==> config.mk <==
export PLATFORM = sky130hd
export DESIGN_NAME = pulse_timer8
export DESIGN_NICKNAME = d
export VERILOG_FILES = /design/src/rtl/ptmr_pkg.sv /design/src/rtl/ptmr_phase_seq.sv /design/src/rtl/ptmr_prescaler.sv /design/src/rtl/ptmr_sync.sv /design/src/rtl/pulse_timer8.sv
export SDC_FILE = /design/constraint.sdc
export NUM_CORES = 1
export LEC_CHECK = 0
export ABC_CLOCK_PERIOD_IN_PS = 2580
export BUFFER_PORTS_ARGS = -buffer_cell sky130_fd_sc_hd__clkbuf_2
export CORE_ASPECT_RATIO = 1.75
export CORE_MARGIN = 10
export CORE_UTILIZATION = 53
export CTS_CLUSTER_SIZE = 8
export DETAILED_ROUTE_END_ITERATION = 8
export PLACE_DENSITY = 0.79
export REMOVE_ABC_BUFFERS = 1
export SLEW_MARGIN = 15
export SYNTH_ARGS = -nofsm -noshare
export SYNTH_HDL_FRONTEND = slang
export SYNTH_SLANG_ARGS = --single-unit
==> constraint.sdc <==
create_clock -name clk -period 2.58 [get_ports clk]
set_clock_uncertainty 0.15 [all_clocks]
set_input_delay 0.258 -clock clk [delete_from_list [all_inputs] [get_ports clk]]
set_output_delay 0.258 -clock clk [all_outputs]
set_load 0.005 [all_outputs]
==> src/rtl/ptmr_pkg.sv <==
package ptmr_pkg;

    localparam int RATE_W = 3;
    localparam int OPT_W  = 8;

    typedef struct packed {
        logic [1:0]        spare;
        logic              ext_src;
        logic              fall_edge;
        logic              pre_bypass;
        logic [RATE_W-1:0] rate;
    } opt_t;

    typedef enum logic [1:0] {
        PH_Q1 = 2'd0,
        PH_Q2 = 2'd1,
        PH_Q3 = 2'd2,
        PH_Q4 = 2'd3
    } phase_t;

endpackage

==> src/rtl/ptmr_phase_seq.sv <==
module ptmr_phase_seq
    import ptmr_pkg::*;
(
    input  logic clk,
    input  logic rst_n,
    output logic samp_stb,
    output logic icyc_hi
);

    phase_t st, st_nx;

    always_ff @(posedge clk or negedge rst_n) begin
        if (!rst_n) st <= PH_Q1;
        else        st <= st_nx;
    end

    always_comb begin
        st_nx = st;
        unique case (st)
            PH_Q1: st_nx = PH_Q2;
            PH_Q2: st_nx = PH_Q3;
            PH_Q3: st_nx = PH_Q4;
            PH_Q4: st_nx = PH_Q1;
        endcase
    end

    // sampling strobe on Q2/Q4; instruction-cycle level high in first half
    always_comb begin
        samp_stb = 1'b0;
        icyc_hi  = 1'b0;
        unique case (st)
            PH_Q1: icyc_hi = 1'b1;
            PH_Q2: begin
                icyc_hi  = 1'b1;
                samp_stb = 1'b1;
            end
            PH_Q3: icyc_hi = 1'b0;
            PH_Q4: samp_stb = 1'b1;
        endcase
    end

endmodule

==> src/rtl/ptmr_prescaler.sv <==
module ptmr_prescaler #(
    parameter int RATE_W = 3
) (
    input  logic              clk,
    input  logic              rst_n,
    input  logic              src,
    input  logic              clr,
    input  logic              bypass,
    input  logic [RATE_W-1:0] rate,
    output logic              pout
);

    localparam int PRE_W = 1 << RATE_W;

    logic             src_d;
    logic [PRE_W-1:0] stages;

    always_ff @(posedge clk or negedge rst_n) begin
        if (!rst_n) begin
            src_d  <= 1'b0;
            stages <= '0;
        end else begin
            src_d <= src;
            if (clr)
                stages <= '0;
            else if (!bypass && src && !src_d)
                stages <= stages + PRE_W'(1);
        end
    end

    // stage k toggles at half the rate of stage k-1: ratio 2^(k+1)
    assign pout = bypass ? src : stages[rate];

endmodule

==> src/rtl/ptmr_sync.sv <==
module ptmr_sync (
    input  logic clk,
    input  logic rst_n,
    input  logic samp_stb,
    input  logic din,
    output logic inc_pulse
);

    logic smp;

    always_ff @(posedge clk or negedge rst_n) begin
        if (!rst_n) begin
            smp       <= 1'b0;
            inc_pulse <= 1'b0;
        end else begin
            inc_pulse <= samp_stb && din && !smp;
            if (samp_stb) smp <= din;
        end
    end

endmodule

==> src/rtl/pulse_timer8.sv <==
module pulse_timer8
    import ptmr_pkg::*;
#(
    parameter int CNT_W       = 8,
    parameter int INHIBIT_CYC = 2
) (
    input  logic             clk,
    input  logic             rst_n,
    input  logic             ext_pin,
    input  logic             opt_wr,
    input  logic [OPT_W-1:0] opt_wdata,
    output logic [OPT_W-1:0] opt_q,
    input  logic             tmr_wr,
    input  logic [CNT_W-1:0] tmr_wdata,
    output logic [CNT_W-1:0] tmr_q,
    input  logic             ovf_clr,
    output logic             ovf_flag
);

    localparam int INH_CLKS = INHIBIT_CYC * 4;
    localparam int INH_W    = $clog2(INH_CLKS + 1);

    opt_t             opt;
    logic             pin_r;
    logic             src;
    logic             samp_stb;
    logic             icyc_hi;
    logic             pre_out;
    logic             inc_pulse;
    logic [INH_W-1:0] inh;
    logic             inc_ok;

    always_ff @(posedge clk or negedge rst_n) begin
        if (!rst_n) begin
            opt   <= '1;
            pin_r <= 1'b0;
        end else begin
            pin_r <= ext_pin;
            if (opt_wr) opt <= opt_t'(opt_wdata);
        end
    end

    assign opt_q = opt;
    assign src   = opt.ext_src ? (pin_r ^ opt.fall_edge) : icyc_hi;

    ptmr_phase_seq u_phase (
        .clk      (clk),
        .rst_n    (rst_n),
        .samp_stb (samp_stb),
        .icyc_hi  (icyc_hi)
    );

    ptmr_prescaler #(.RATE_W(RATE_W)) u_pre (
        .clk    (clk),
        .rst_n  (rst_n),
        .src    (src),
        .clr    (tmr_wr),
        .bypass (opt.pre_bypass),
        .rate   (opt.rate),
        .pout   (pre_out)
    );

    ptmr_sync u_sync (
        .clk       (clk),
        .rst_n     (rst_n),
        .samp_stb  (samp_stb),
        .din       (pre_out),
        .inc_pulse (inc_pulse)
    );

    assign inc_ok = inc_pulse && (inh == '0) && !tmr_wr;

    always_ff @(posedge clk or negedge rst_n) begin
        if (!rst_n) begin
            tmr_q    <= '0;
            inh      <= '0;
            ovf_flag <= 1'b0;
        end else begin
            if (tmr_wr) begin
                tmr_q <= tmr_wdata;
                inh   <= INH_W'(INH_CLKS);
            end else begin
                if (inc_ok)     tmr_q <= tmr_q + CNT_W'(1);
                if (inh != '0)  inh   <= inh - INH_W'(1);
            end
            if (inc_ok && (tmr_q == '1)) ovf_flag <= 1'b1;
            else if (ovf_clr)            ovf_flag <= 1'b0;
        end
    end

endmodule

**After elaboration in Yosys (flattened, before gate mapping)**

Index checks and enable logic that the tools add are counted.

- Bits of input ports: 22
- Output and inout bits: 17
- Word-level logic and storage cells: 58
- Register bits: 35

- Equal/unequal tests: 4
- $lt $le $gt $ge: 1
- $add $sub $neg: 3
- Reduce and logical (&&, ||, !) cells: 20
- Bitwise gates (word level): 1
- Muxes and demuxes: 15

Operators by type and width:

| cell | count |
|---|---|
| $mux W8 | 4 |
| $add A8 B1 Y8 const B | 2 |
| $eq A8 B8 Y1 const B | 1 |
| $mux W4 | 2 |
| $pmux W2 S4 | 1 |
| $reduce_bool A2 Y1 | 4 |
| $logic_and A1 B1 Y1 | 7 |
| $mux W1 | 7 |
| $eq A2 B2 Y1 const B | 2 |
| $logic_not A1 Y1 | 4 |
| $logic_not A4 Y1 | 1 |
| $lt A3 B4 Y1 const B | 1 |
| $reduce_bool A4 Y1 | 1 |
| $reduce_or A2 Y1 | 2 |
| $sub A4 B1 Y4 const B | 1 |
| $bmux W1 S3 | 1 |
| $eq A2 B1 Y1 const B | 1 |
| $logic_not A2 Y1 | 1 |
| $xor A1 B1 Y1 | 1 |

**Depth between registers and ports, before layout**

- Word-level depth: 8
- Mapped depth: 7
- Depth with buffers taken out: 6

**By module**

From an unflattened synthesis, not the netlist that was laid out.

- Cells, all modules: 164
- Area, all modules: 1788.0 µm²

Modules (own cells, without submodules):

| module | area each (µm²) | cells an instance | sequential area each (µm²) | instances |
|---|---|---|---|---|
| pulse_timer8 | 1084.8 | 100 | 560.5 | 1 |
| ptmr_prescaler | 501.7 | 49 | 225.2 | 1 |
| ptmr_phase_seq | 126.4 | 11 | 50.0 | 1 |
| ptmr_sync | 75.1 | 4 | 50.0 | 1 |

**Worst setup path after synthesis**

No wires, ideal clock.

- Path type: register to register
- Start: reg opt, in the netlist opt_q[5]
- End: reg u_pre.stages[6]
- Period minus slack after synthesis: 2.048 ns
- Required time: 2.305 ns
- Data arrival time: 1.773 ns
- Buffers on the path: 1
- Library setup time: 0.125 ns
- Stages on the path, launching flop included: 6
- Path slack: 0.532 ns
- Cells stage by stage: dfstp_2 -> clkbuf_2 -> nor3_2 -> a211o_4 -> or3_4 -> mux2_4

- Cells in the longest elaborated chain, start to end: 4

RTL lines:

| item | line | text |
|---|---|---|
| start, declared | pulse_timer8.sv:23 | `opt_t opt;` |
| start signal, assigned | pulse_timer8.sv:39 | `if (opt_wr) opt <= opt_t'(opt_wdata);` |
| $mux W1 | pulse_timer8.sv:44 | `assign src = opt.ext_src ? (pin_r ^ opt.fall_edge) : icyc_hi;` |
| $logic_and A1 B1 Y1 (2 in a row) | ptmr_prescaler.sv:26 | `else if (!bypass && src && !src_d)` |
| $reduce_bool A2 Y1 (no source line) | n/a |  |
| end signal, assigned | ptmr_prescaler.sv:27 | `stages <= stages + PRE_W'(1);` |
| end, declared | ptmr_prescaler.sv:16 | `logic [PRE_W-1:0] stages;` |

No other way between the ends.
A chain may end at the register's enable or synchronous reset.

**Final worst setup path**

- Start: reg u_phase.st[1]
- End: reg u_pre.stages[6]

- Cells in the longest elaborated chain, start to end: 7
- Elaborated cells on any way between the ends: 8
- Those cells by class: eq/ne: 1; mux: 2; reduce/logical: 5

RTL lines:

| item | line | text |
|---|---|---|
| start, declared | ptmr_phase_seq.sv:10 | `phase_t st, st_nx;` |
| start signal, assigned | ptmr_phase_seq.sv:14 | `else st <= st_nx;` |
| $eq A2 B1 Y1 / $logic_not A2 Y1 (equally long branches) | ptmr_phase_seq.sv:31 | `unique case (st)` |
| $reduce_or A2 Y1 (no source line) (*) | n/a |  |
| $mux W1 (*) | ptmr_phase_seq.sv:31 |  |
| $mux W1 (*) | pulse_timer8.sv:44 |  |
| $logic_and A1 B1 Y1 (*) (2 in a row) | ptmr_prescaler.sv:26 |  |
| $reduce_bool A2 Y1 (no source line) (*) | n/a |  |

Mark *: on every way between the ends. The rest lies on a longest branch, timed or not.

==> report_table.html <==
<table>
<tr><th>Metric</th><th>Value</th></tr>
<tr><th colspan="2">Outcome</th></tr>
<tr><td>Result of the run</td><td>completed</td></tr>
<tr><th colspan="2">STA</th></tr>
<tr><td># setup viols final</td><td>0</td></tr>
<tr><td>Worst relative slew slack</td><td>45.2%</td></tr>
<tr><td>Ratio of final minimum period to clock period</td><td>81.6%</td></tr>
<tr><td>Slew Viols, Final</td><td>0</td></tr>
<tr><td>Crit path time final</td><td>2110 ps</td></tr>
<tr><td>Timing-limited maximum frequency</td><td>475 MHz</td></tr>
<tr><td>Post-route setup TNS</td><td>0 ps</td></tr>
<tr><td>Fin. Hold Viols</td><td>0</td></tr>
<tr><td>RSZ-0062 raised after global routing</td><td>false</td></tr>
<tr><td>Worst-margin pin slew</td><td>823 ps</td></tr>
<tr><th colspan="2">Global route</th></tr>
<tr><td>All-layer global routing usage</td><td>13.6%</td></tr>
<tr><td>Vias in the first global route</td><td>1,468</td></tr>
<tr><td>Fraction of met1 tracks used by global routing</td><td>12.8%</td></tr>
<tr><td>Global routing met3 resource utilization</td><td>6.68%</td></tr>
<tr><td>Wire length of the first global-routing pass</td><td>6.57 mm</td></tr>
<tr><td>Overflow left after global routing</td><td>0</td></tr>
<tr><td>Layer carrying the most global-route usage</td><td>met2</td></tr>
<tr><td>Pin count of the biggest net entering global routing</td><td>36</td></tr>
<tr><td>Number of antenna violations at the first check in global routing</td><td>0</td></tr>
<tr><td>Global-route met2 utilization</td><td>23.8%</td></tr>
<tr><th colspan="2">Drt</th></tr>
<tr><td>Number of nets with antenna violations after detailed routing</td><td>0</td></tr>
<tr><td>Final Routed Wirelength</td><td>3.89 mm</td></tr>
<tr><td>Number of vias in the routed layout</td><td>1,379</td></tr>
<tr><td>Detail-routed net length per standard cell</td><td>15.7 µm</td></tr>
<tr><td>Drt pass-1 iters</td><td>4</td></tr>
<tr><td>Number of design-rule violations left by the first detailed-router iteration</td><td>59</td></tr>
<tr><td>Detailed-route DRC error count</td><td>0</td></tr>
<tr><td>Mean number of vias per cell</td><td>5.56</td></tr>
<tr><th colspan="2">Worst setup path</th></tr>
<tr><td>Critical-path cell list</td><td>inv_1, ha_1, nor3_2, a211o_4, or3_4, mux2_4</td></tr>
<tr><td>CP max-delay cell</td><td>sky130_fd_sc_hd__dfrtp_1</td></tr>
<tr><td>Setup slack of the most critical reg-to-reg path</td><td>470 ps</td></tr>
<tr><td>Data required time of the critical path</td><td>2610 ps</td></tr>
<tr><td>Startpoint kind of the worst setup timing path</td><td>flop</td></tr>
<tr><td>Setup crit end</td><td>u_pre.stages[6]$_DFFE_PN0P_</td></tr>
<tr><td>Origin of the critical flop-to-flop path</td><td>u_phase.st[1]$_DFF_PN0_</td></tr>
<tr><td>Type of element capturing the critical path</td><td>flop</td></tr>
<tr><td>Category of the critical setup timing path</td><td>reg -&gt; reg</td></tr>
<tr><td>Logic depth of the worst register-to-register path</td><td>6</td></tr>
<tr><td>Critical Path Fanout Max</td><td>9</td></tr>
<tr><td>Delay of the slowest cell on the worst path</td><td>400 ps</td></tr>
<tr><td>Critical Path Source</td><td>u_phase.st[1]$_DFF_PN0_</td></tr>
<tr><td>Worst flop-to-flop path endpoint</td><td>u_pre.stages[6]$_DFFE_PN0P_</td></tr>
<tr><td>Worst endpoint data arrival time</td><td>2130 ps</td></tr>
<tr><th colspan="2">Die</th></tr>
<tr><td>Area enclosed by the die boundary</td><td>0.00613 mm²</td></tr>
<tr><td>Ports placed on the boundary</td><td>39</td></tr>
<tr><td>Horizontal die dimension</td><td>63.6 µm</td></tr>
<tr><td>Core area</td><td>0.00318 mm²</td></tr>
<tr><td>Standard-cell rows</td><td>27</td></tr>
<tr><td>Vertical die dimension</td><td>96.4 µm</td></tr>
<tr><td>Initial core utilization</td><td>55.6%</td></tr>
<tr><th colspan="2">Clock tree</th></tr>
<tr><td>Clock transition at path regs</td><td>70 ps</td></tr>
<tr><td>Sinks on Clock Net</td><td>35</td></tr>
<tr><td>H-Tree Depth</td><td>2</td></tr>
<tr><td>Buffer levels on the longest clock path</td><td>2</td></tr>
<tr><td>CTS Root Buffer Type</td><td>sky130_fd_sc_hd__clkbuf_8</td></tr>
<tr><td>Setup fix buffers added after clock tree synthesis</td><td>0</td></tr>
<tr><td>CTS buffer count</td><td>5</td></tr>
<tr><td>Clock insertion delay at the later pin of the skew report</td><td>290 ps</td></tr>
<tr><td>Total of hold buffers inserted after clock tree synthesis</td><td>3</td></tr>
<tr><td>Clock tree from TritonCTS</td><td>built</td></tr>
<tr><td>Count of cells resized by post-cts repair</td><td>0</td></tr>
<tr><th colspan="2">Logic synthesis</th></tr>
<tr><td>Most frequent cell after synthesis</td><td>sky130_fd_sc_hd__dfrtp_1</td></tr>
<tr><td>Share of async-settable or async-resettable flops after synthesis</td><td>100%</td></tr>
<tr><td>Number of enable flip-flop cells after synthesis</td><td>0</td></tr>
<tr><td>Post-Synthesis Cell Area</td><td>0.00177 mm²</td></tr>
<tr><td>Ys Warns</td><td>0</td></tr>
<tr><td>Synthesized-area fraction occupied by ao, oa, aoi and oai cells</td><td>9.21%</td></tr>
<tr><td>Number of flip-flops and latches in the synthesized netlist</td><td>35</td></tr>
<tr><td>Synthesized area divided by synthesized cell count</td><td>10.9 µm²</td></tr>
<tr><td>Top_reg_cell synth</td><td>sky130_fd_sc_hd__dfrtp_1</td></tr>
<tr><td>Register area share after synthesis</td><td>50.1%</td></tr>
<tr><td>Synthesized-area fraction occupied by adder cells</td><td>4.96%</td></tr>
<tr><td>Main combinational cell family by area after synthesis</td><td>simple AND/OR/NAND/NOR gates</td></tr>
<tr><td>Cell types with the highest counts after synthesis</td><td>sky130_fd_sc_hd__dfrtp_1 (27), sky130_fd_sc_hd__nand2_1 (13), sky130_fd_sc_hd__o21ai_0 (12)</td></tr>
<tr><td>Number of library cell types mapped by synthesis</td><td>44</td></tr>
<tr><td>Largest cells by area after synthesis</td><td>sky130_fd_sc_hd__dfrtp_1 (38%), sky130_fd_sc_hd__dfstp_2 (12%), sky130_fd_sc_hd__mux2_2 (5.7%)</td></tr>
<tr><td>Multiplexer share of the synthesized area</td><td>10.1%</td></tr>
<tr><td>Number of cells produced by synthesis</td><td>162</td></tr>
<tr><td>Proportion of netlist area held by the largest area contributor</td><td>38.2%</td></tr>
<tr><td>XOR/XNOR Fraction of Synth Area</td><td>5.45%</td></tr>
<tr><td>Simple-gate portion of the synthesized area</td><td>17.1%</td></tr>
<tr><td>Cell type contributing the most total cell area after synthesis</td><td>sky130_fd_sc_hd__dfrtp_1</td></tr>
<tr><th colspan="2">Power</th></tr>
<tr><td>Leakage Power</td><td>0.945 nW</td></tr>
<tr><td>Pint</td><td>0.937 mW</td></tr>
<tr><td>Power density normalized to cell area</td><td>620 mW/mm²</td></tr>
<tr><td>Clock group share of total power</td><td>28.7%</td></tr>
<tr><td>Power share of the combinational group</td><td>18.6%</td></tr>
<tr><td>Worst IR drop on VDD</td><td>0.000429 V</td></tr>
<tr><td>Switching component of the power</td><td>0.363 mW</td></tr>
<tr><td>Power Total</td><td>1.30 mW</td></tr>
<tr><td>Sw frac</td><td>27.9%</td></tr>
<tr><td>Seq pwr share</td><td>52.7%</td></tr>
<tr><th colspan="2">Placed design</th></tr>
<tr><td>Number of placed instances, taps included</td><td>237</td></tr>
<tr><td>DP Wirelength</td><td>2.93 mm</td></tr>
<tr><td>IO Port Bufs</td><td>38</td></tr>
<tr><td>Global placement routability congestion</td><td>0.830</td></tr>
<tr><th colspan="2">Final layout</th></tr>
<tr><td>Final net count</td><td>233</td></tr>
<tr><td>Share of post-route cells with drive strength above 1</td><td>34.1%</td></tr>
<tr><td>Antenna Diode Count</td><td>0</td></tr>
<tr><td>Final cell count without fillers</td><td>248</td></tr>
<tr><td>Area Growth Syn to Fin</td><td>18.7%</td></tr>
<tr><th colspan="2">Hold path</th></tr>
<tr><td>Class of the tightest hold or removal check</td><td>in -&gt; reg</td></tr>
<tr><th colspan="2">Run</th></tr>
<tr><td>MaxCap Viol Count</td><td>0</td></tr>
</table>
==> power by group through the flow <==
stage               logic, mW  registers, mW  clock network, mW
floorplan               0.149          0.681                  0
global placement        0.224          0.685                  0
detailed placement      0.242          0.693                  0
CTS                     0.247          0.684              0.387
global route            0.274          0.694              0.411
finish                  0.242          0.685              0.373
==> sequential cells by signal, summed over array words and instances, names as in the netlist <==
register,cells
opt_q,8
tmr_q,8
u_pre.src_d,1
u_phase.st,2
inh,4
u_sync.inc_pulse,1
pin_r,1
u_pre.stages,8
ovf_flag,1
u_sync.smp,1
==> critical path: cells and delay by family (launching register included) <==
kind	cells	cell delay [ps]
buffers and inverters	1	90
muxes	1	300
adders and majority gates	1	210
and+or+nand+nor	2	490
AOI/OAI and AO/OA	1	360
DFF	1	400
==> cell families (layout without fill, tap and decap cells) <==
kind of cell	after synthesis	count (layout)
adder cells (fa/ha/maj)	7	7
XOR/XNOR	11	11
AND/OR/NAND/NOR	55	55
multiplexers	15	15
buffers and inverters	13	56
flip-flops	35	35
AO/OA/AOI/OAI	26	26
==> layout make-up <==
cell class	instances	area [µm²]
clock buffer	8	80.1
tap	43	53.8
fill	282	1080
sequential	35	886
inverter	6	22.5
multi-input combinational	114	827
timing repair buffer	42	228
==> per-layer routing <==
metal | vias to the layer above | part of all wire (%)
li1 | 650 | -
met1 | 659 | 39
met2 | 61 | 50
met3 | 9 | 8.6
met4 | 0 | 2.3
met5 | - | 0
==> metrics by stage <==
| stage | util [%] | hold WS [ps] | worst slack [ps] | cell area, µm² |
|---|---|---|---|---|
| finish | 66.0 | 29.5 | 475 | 2100 |
| global route | 66.0 | 43.1 | 410 | 2100 |
| CTS | 66.0 | 24.5 | 461 | 2100 |
| detailed placement | 62.6 | 226 | 480 | 1990 |
| global placement | 62.6 | 218 | 552 | 1990 |
| floorplan | - | -188 | 439 | 1740 |
==> worst min path at each step <==
| stage | from | endpoint | slack, ps | cells after the start |
|---|---|---|---|---|
| after detailed placement | ext_pin | pin_r$_DFF_PN0_ | 230 | 1 |
| after global routing | opt_wdata[5] | opt_q[5]$_DFFE_PN1P_ | 40 | 2 |
| final | tmr_wdata[5] | tmr_q[5]$_DFFE_PN0P_ | 30 | 3 |
| after global placement | ext_pin | pin_r$_DFF_PN0_ | 220 | 1 |
| after floorplan | rst_n | inh[0]$_DFFE_PN0P_ | -190 | 0 |
| after CTS | tmr_wdata[3] | tmr_q[3]$_DFFE_PN0P_ | 20 | 3 |
==> layout by cell type, fill, tap and decap left out, drive strengths merged, types with 2 or more instances in the layout <==
cell type,n
xor2,6
clkbuf,46
or2,2
a211oi,2
nor3,4
dfstp,8
dfrtp,27
a211o,2
mux2,10
nand2b,2
dlygate4sd3,3
o21ai,12
a21oi,5
nand2,13
xnor2,5
ha,7
nand4,2
nor2b,3
o22ai,2
or3,4
nor2,9
nand3,7
inv,6
mux2i,4
No activity file was read; power rests on OpenSTA's default activity.
